**src/rtl/strload_pkg.sv**
```systemverilog
package strload_pkg;
  localparam logic [7:0] OP_LOAD_BYTE = 8'hAC;
  localparam logic [7:0] OP_LOAD_WIDE = 8'hAD;

  typedef enum logic [2:0] {
    FLT_NONE = 3'd0,
    FLT_GP   = 3'd1,
    FLT_AC   = 3'd2,
    FLT_PF   = 3'd3,
    FLT_UD   = 3'd4
  } fault_e;

  typedef struct packed {
    logic capture;
    logic latchFault;
    logic latchRsp;
  } strobe_t;
endpackage

```
**src/rtl/strload_ctrl.sv**
```systemverilog
module strload_ctrl
  import strload_pkg::*;
(
  input  logic    clk,
  input  logic    rstN,
  input  logic    startValid,
  input  fault_e  chkFault,
  input  logic    memReqReady,
  input  logic    memRspValid,
  output strobe_t strobe,
  output logic    busy,
  output logic    memReqValid,
  output logic    doneValid
);
  typedef enum logic [2:0] {S_IDLE, S_CHECK, S_REQ, S_WAIT, S_DONE} state_e;
  state_e state, stateNext;

  always_comb begin
    strobe.capture    = (state == S_IDLE) && startValid;
    strobe.latchFault = (state == S_CHECK) && (chkFault != FLT_NONE);
    strobe.latchRsp   = (state == S_WAIT) && memRspValid;
  end

  always_comb begin
    stateNext = state;
    unique case (state)
      S_IDLE:  if (startValid) stateNext = S_CHECK;
      S_CHECK: stateNext = (chkFault != FLT_NONE) ? S_DONE : S_REQ;
      S_REQ:   if (memReqReady) stateNext = S_WAIT;
      S_WAIT:  if (memRspValid) stateNext = S_DONE;
      S_DONE:  stateNext = S_IDLE;
      default: stateNext = S_IDLE;
    endcase
  end

  always_ff @(posedge clk) begin
    if (!rstN) state <= S_IDLE;
    else       state <= stateNext;
  end

  assign busy        = (state != S_IDLE);
  assign memReqValid = (state == S_REQ);
  assign doneValid   = (state == S_DONE);
endmodule

```
**src/rtl/strload_dp.sv**
```systemverilog
module strload_dp
  import strload_pkg::*;
#(
  parameter int DATA_W  = 64,
  parameter int ADDR_W  = 64,
  parameter int VA_BITS = 48
) (
  input  logic              clk,
  input  logic              rstN,
  input  strobe_t           strobe,
  input  logic [7:0]        opByte,
  input  logic [1:0]        opSize,
  input  logic              dirFlag,
  input  logic [ADDR_W-1:0] srcIdx,
  input  logic [ADDR_W-1:0] segBase,
  input  logic [ADDR_W-1:0] segLimit,
  input  logic              segNull,
  input  logic              protMode,
  input  logic              alignChkEn,
  input  logic [DATA_W-1:0] memRspData,
  input  logic              memRspPageFault,
  output fault_e            chkFault,
  output logic [ADDR_W-1:0] memReqAddr,
  output logic [1:0]        memReqSize,
  output fault_e            resFault,
  output logic [DATA_W-1:0] resData,
  output logic [DATA_W/8-1:0] resByteEn,
  output logic [ADDR_W-1:0] resSrcNext
);
  localparam int BE_W   = DATA_W / 8;
  localparam int CANO_W = ADDR_W - VA_BITS + 1;

  logic              opOk, opWide, dirQ, nullQ, protQ, alignQ;
  logic [1:0]        sizeLogQ;
  logic [ADDR_W-1:0] idxQ, baseQ, limitQ;

  always_ff @(posedge clk) begin
    if (!rstN) begin
      opOk <= 1'b0; opWide <= 1'b0; dirQ <= 1'b0; nullQ <= 1'b0;
      protQ <= 1'b0; alignQ <= 1'b0; sizeLogQ <= 2'd0;
      idxQ <= '0; baseQ <= '0; limitQ <= '0;
    end else if (strobe.capture) begin
      opOk   <= (opByte == OP_LOAD_BYTE) || (opByte == OP_LOAD_WIDE);
      opWide <= (opByte == OP_LOAD_WIDE);
      if (opByte == OP_LOAD_WIDE) begin
        unique case (opSize)
          2'd0:    sizeLogQ <= 2'd1;
          2'd1:    sizeLogQ <= 2'd2;
          default: sizeLogQ <= 2'd3;
        endcase
      end else begin
        sizeLogQ <= 2'd0;
      end
      dirQ   <= dirFlag;
      idxQ   <= srcIdx;
      baseQ  <= segBase;
      limitQ <= segLimit;
      nullQ  <= segNull;
      protQ  <= protMode;
      alignQ <= alignChkEn;
    end
  end

  logic [ADDR_W-1:0] elemBytes, linAddr, stepIdx;
  logic [ADDR_W:0]   lastOff;
  logic [CANO_W-1:0] canoBits;
  logic              limitBad, canoBad, nullBad, alignBad;

  always_comb begin
    elemBytes = ADDR_W'(1) << sizeLogQ;
    linAddr   = baseQ + idxQ;
    lastOff   = {1'b0, idxQ} + {1'b0, elemBytes} - (ADDR_W+1)'(1);
    limitBad  = lastOff > {1'b0, limitQ};
    canoBits  = linAddr[ADDR_W-1:VA_BITS-1];
    canoBad   = !((&canoBits) || !(|canoBits));
    nullBad   = protQ && nullQ;
    alignBad  = alignQ && ((linAddr & (elemBytes - ADDR_W'(1))) != '0);
    stepIdx   = dirQ ? (idxQ - elemBytes) : (idxQ + elemBytes);
    if (!opOk)                             chkFault = FLT_UD;
    else if (nullBad || limitBad || canoBad) chkFault = FLT_GP;
    else if (alignBad)                     chkFault = FLT_AC;
    else                                   chkFault = FLT_NONE;
  end

  assign memReqAddr = linAddr;
  assign memReqSize = sizeLogQ;

  logic [DATA_W-1:0] shapedData;
  logic [BE_W-1:0]   shapedEn;

  always_comb begin
    shapedData = '0;
    shapedEn   = '0;
    unique case (sizeLogQ)
      2'd0: begin shapedData[7:0]  = memRspData[7:0];  shapedEn[0]   = 1'b1;  end
      2'd1: begin shapedData[15:0] = memRspData[15:0]; shapedEn[1:0] = 2'b11; end
      2'd2: begin shapedData[31:0] = memRspData[31:0]; shapedEn      = '1;    end
      default: begin shapedData    = memRspData;       shapedEn      = '1;    end
    endcase
  end

  always_ff @(posedge clk) begin
    if (!rstN) begin
      resFault <= FLT_NONE; resData <= '0; resByteEn <= '0; resSrcNext <= '0;
    end else if (strobe.latchFault) begin
      resFault <= chkFault; resData <= '0; resByteEn <= '0; resSrcNext <= idxQ;
    end else if (strobe.latchRsp) begin
      if (memRspPageFault) begin
        resFault <= FLT_PF; resData <= '0; resByteEn <= '0; resSrcNext <= idxQ;
      end else begin
        resFault <= FLT_NONE; resData <= shapedData; resByteEn <= shapedEn;
        resSrcNext <= stepIdx;
      end
    end
  end

  logic unusedWide;
  assign unusedWide = opWide;
endmodule

```
**src/rtl/strload_unit.sv**
```systemverilog
module strload_unit
  import strload_pkg::*;
#(
  parameter int DATA_W  = 64,
  parameter int ADDR_W  = 64,
  parameter int VA_BITS = 48
) (
  input  logic                clk,
  input  logic                rstN,
  input  logic                startValid,
  input  logic [7:0]          opByte,
  input  logic [1:0]          opSize,
  input  logic                dirFlag,
  input  logic [ADDR_W-1:0]   srcIdx,
  input  logic [ADDR_W-1:0]   segBase,
  input  logic [ADDR_W-1:0]   segLimit,
  input  logic                segNull,
  input  logic                protMode,
  input  logic                alignChkEn,
  output logic                busy,
  output logic                memReqValid,
  input  logic                memReqReady,
  output logic [ADDR_W-1:0]   memReqAddr,
  output logic [1:0]          memReqSize,
  input  logic                memRspValid,
  input  logic [DATA_W-1:0]   memRspData,
  input  logic                memRspPageFault,
  output logic                doneValid,
  output logic                accWrEn,
  output logic [DATA_W-1:0]   accWrData,
  output logic [DATA_W/8-1:0] accByteEn,
  output logic                srcIdxWrEn,
  output logic [ADDR_W-1:0]   srcIdxNext,
  output logic [2:0]          faultCode
);
  strobe_t strobe;
  fault_e  chkFault, resFault;

  strload_ctrl i_ctrl (
    .clk(clk), .rstN(rstN), .startValid(startValid), .chkFault(chkFault),
    .memReqReady(memReqReady), .memRspValid(memRspValid), .strobe(strobe),
    .busy(busy), .memReqValid(memReqValid), .doneValid(doneValid)
  );

  strload_dp #(.DATA_W(DATA_W), .ADDR_W(ADDR_W), .VA_BITS(VA_BITS)) i_dp (
    .clk(clk), .rstN(rstN), .strobe(strobe), .opByte(opByte), .opSize(opSize),
    .dirFlag(dirFlag), .srcIdx(srcIdx), .segBase(segBase), .segLimit(segLimit),
    .segNull(segNull), .protMode(protMode), .alignChkEn(alignChkEn),
    .memRspData(memRspData), .memRspPageFault(memRspPageFault),
    .chkFault(chkFault), .memReqAddr(memReqAddr), .memReqSize(memReqSize),
    .resFault(resFault), .resData(accWrData), .resByteEn(accByteEn),
    .resSrcNext(srcIdxNext)
  );

  assign faultCode  = doneValid ? 3'(resFault) : 3'd0;
  assign accWrEn    = doneValid && (resFault == FLT_NONE);
  assign srcIdxWrEn = doneValid && (resFault == FLT_NONE);
endmodule

```
**config.mk**
```make
export PLATFORM = sky130hd
export DESIGN_NAME = strload_unit
export DESIGN_NICKNAME = d
export VERILOG_FILES = /design/src/rtl/strload_pkg.sv /design/src/rtl/strload_ctrl.sv /design/src/rtl/strload_dp.sv /design/src/rtl/strload_unit.sv
export SDC_FILE = /design/constraint.sdc
export NUM_CORES = 1
export LEC_CHECK = 0
export BUFFER_PORTS_ARGS = -buffer_cell sky130_fd_sc_hd__buf_2
export CORE_MARGIN = 4
export CORE_UTILIZATION = 50
export DETAILED_ROUTE_END_ITERATION = 10
export PLACE_DENSITY_LB_ADDON = 0.12
export SLEW_MARGIN = 20
export SYNTH_ARGS = -nofsm -noshare
export SYNTH_HDL_FRONTEND = slang
export SYNTH_HIERARCHICAL = 1
export SYNTH_SLANG_ARGS = --single-unit
```
**constraint.sdc**
```tcl
create_clock -name clk -period 8.6 [get_ports clk]
set_input_delay 0.43 -clock clk [delete_from_list [all_inputs] [get_ports clk]]
set_output_delay 0.43 -clock clk [all_outputs]
set_load 0.1 [all_outputs]
```
==> impl_metrics.csv <==
group,metric,value,unit
sta,fin_hold_ws,0.108,ns
setup_path,cp_num_buf_inv,6,
pwr,p_leak,13.9,nW
placed_design,gp_routability_congestion,0.969,
sta,tightest_slew,1.06,ns
clocking,clkSinkCount,336,
global_routing,grt_pass1_wl,140,mm
floorplanning,initial_core_util,50.4,%
clocking,cts_inserted_buffers,38,
sta,post-route-period-util,95.1,%
floorplanning,die_h,233,µm
routing,wl_per_cell,21.8,µm
synthesis,synth-edff-count,0,
routing,ant_nets,0,
sta,post-route-worst-setup-slack,0.425,ns
setup_path,cpMaxStageDelayCell,"a2111o_1",
pwr,power.total,0.00657,W
synthesis,synth-async-reset-ratio,0,%
sta,fin_skew,0.0262,ns
setup_path,arrival,8.63,ns
synthesis,yosysUniqueCellTypes,99,
global_routing,antenna_found_initial,1,
layout,multiInputGateArea,17300,µm²
layout,syn_to_final_growth,17.8,%
synthesis,synth_cells,3163,
layout,fillers,4705,
floorplanning,die_w,233,µm
placed_design,port_buffers,485,
sta,final-hold-violation-count,0,
layout,final_util,59.4,%
floorplanning,coreArea,50100,µm²
clocking,clockRootBuffer,"clkbuf_16",
setup_path,critPathKind,"reg -> reg",
routing,drc,0,
setup_path,critPathTopFamily,"compound AO/OA/AOI/OAI gates",
min_path,min_path_type,"in -> reg",
routing,post_drt_via_cell_ratio,5.99,
synthesis,synthesis.nets,3701,
routing,dr.pass1.iters,6,
sta,setup_violations,0,
synthesis,synth_seq_area_share,26.6,%
setup_path,setup.worst_path.start_class,"flip-flop",
setup_path,max_stage_delay,0.44,ns
clocking,path_clk_slew,0.06,ns
sta,fmax,0.122,GHz
synthesis,netlist_top_cells_count,"nor2_1 (423), dfxtp_1 (336), a21oi_1 (285)",
synthesis,netlist_area,25200,µm²
setup_path,timing.critical_path.required,9.05,ns
floorplanning,core.rowCount,82,
sta,slew_violations,0,
layout,seq_area,6730,µm²
global_routing,grt_max_degree,90,
synthesis,synth_top_area_share,26.6,%
setup_path,endpoint_kind,"flip-flop",
synthesis,synth.area.top_cells,"dfxtp_1 (27%), ha_1 (13%), mux2i_1 (8.1%)",
clocking,cts_buffer_depth,3,
clocking,worstSkewPairLatency,0.56,ns
synthesis,syn_area_per_cell,7.98,µm²
synthesis,synth_ff_type,"dfxtp_1",
clocking,htree_levels,2,
placed_design,post-place-ws,-0.0774,ns
clocking,cts_tree,"built",
layout,final_nets,4144,
global_routing,grt_pass1_vias,24400,
floorplanning,ios,486,
global_routing,grt-ovfl-total,0,
placed_design,dp_hpwl,75.0,mm
pwr,p_per_area,221,nW/µm²
routing,wl,93.7,mm
flow_run,drv_cap,0,
sta,fin_crit,8.18,ns
synthesis,yosysWarnings,6,
sta,slew_headroom,29.4,%
synthesis,yosysTopAreaCell,"dfxtp_1",
layout,drive_gt1_share,18.9,%
clocking,cts-hold-fix-buffers,0,
synthesis,synth_seq_cells,336,
routing,num_vias,25800,
floorplanning,die-area,54200,µm²
setup_path,crit_fanout,17,
routing,drt-initial-drc-count,2184,
outcome,status,"complete, no violations",
global_routing,grt.total_usage,32.7,%
pwr,peakVddDrop,0.205,mV
synthesis,yosysMostFrequentCell,"nor2_1",
area by class of cell:
class                           count  share of cell area, %
Timing Repair Buffer              547                   9.94
Antenna cell                        1                0.00842
Sequential cell                   336                   22.6
Tap cell                          672                   2.83
Clock inverter                     11                  0.480
Inverter                          193                   2.45
Multi-Input combinational cell   2490                   58.1
Clock buffer                       54                   3.57
repair_timing:
action	in CTS	in global routing
buffers inserted	0	2
gates resized for setup	2	14
pin swaps	0	4
setup endpoints to repair	34	134
worst min-delay path, stage by stage:
cell	delay [ns]
buf_2	0.07
mux2i_1	0.05
nor2_1	0.07
report_power, final:
part | leakage [nW] | internal, W | total (W) | switching (W)
logic | 10.5 | 0.00101 | 0.00312 | 0.00211
clock network | 0.584 | 0.000950 | 0.00162 | 0.000669
registers | 2.75 | 0.00168 | 0.00183 | 0.000144
total | 13.9 | 0.00365 | 0.00657 | 0.00292
metal layers:
metal | wire [µm] | global-route usage [%] | vias to the layer above
li1 | - | - | 12300
met4 | 3500 | 12.1 | 0
met3 | 7610 | 6.01 | 162
met1 | 41200 | 44.4 | 12300
met5 | 0 | 0 | -
met2 | 41300 | 52.0 | 1021
worst paths after layout:
| path | slack, ns | startpoint | to | cells after the start |
|---|---|---|---|---|
| setup / recovery | 0.42 | i_dp/memReqSize[1] | i_dp/resSrcNext[11] | 38 |
| hold / removal | 0.11 | segBase[47] | i_dp/baseQ[47] | 3 |
| setup reg to reg | 0.42 | i_dp/memReqSize[1] | i_dp/resSrcNext[11] | 38 |
| hold reg to reg | 0.49 | i_dp/resSrcNext[57] | i_dp/resSrcNext[57] | 1 |
metrics by stage:
step	instances	cell area (µm²)	TNS (ns)
finish	4304	29700	0
global route	4303	29700	-0.0309
CTS	4301	29700	0
detailed placement	4236	28400	-0.180
global placement	4236	28400	0
floorplan	3163	25300	0
kinds of logic (layout without fill, tap and decap cells):
kind of cell | after synthesis | count (layout) | synth area share (%)
buffers and inverters | 337 | 805 | 5.30
AOI/OAI and AO/OA | 913 | 913 | 23.6
xor gates and xnor gates | 166 | 166 | 5.76
muxes | 206 | 206 | 8.18
DFF | 336 | 336 | 26.6
and+or+nand+nor | 943 | 943 | 17.5
adders and majority gates | 262 | 262 | 13.1
other | 0 | 1 | 0
cell usage in the layout, fill, tap and decap left out, types with 17 or more instances in the layout:
cell,count
o21a_1,25
inv_1,190
buf_4,55
mux2i_1,204
dfxtp_1,334
a31oi_1,18
and3_1,25
nand2b_1,29
xor2_1,69
o211ai_1,23
o22ai_1,33
o21bai_1,31
o221ai_1,35
a211oi_1,21
xnor2_1,97
nor3_1,40
nand4_1,52
a21o_1,97
nand3_1,53
a21oi_1,284
nand2_1,192
o21ai_1,17
buf_2,485
o21ai_0,147
nor2_1,418
nor2b_1,30
ha_1,259
clkbuf_16,39
a22oi_1,65
flip-flops by register name, summed over array words and instances, names as in the netlist:
signal	count
i_dp/memReqSize	2
i_dp/idxQ	64
i_dp/baseQ	64
i_dp/opOk	1
i_ctrl/state	3
i_dp/dirQ	1
i_dp/resByteEn	3
i_dp/resFault	3
i_dp/resSrcNext	64
i_dp/limitQ	64
i_dp/alignQ	1
i_dp/resData	64
i_dp/protQ	1
i_dp/nullQ	1
(Power assumes the default switching activity.)
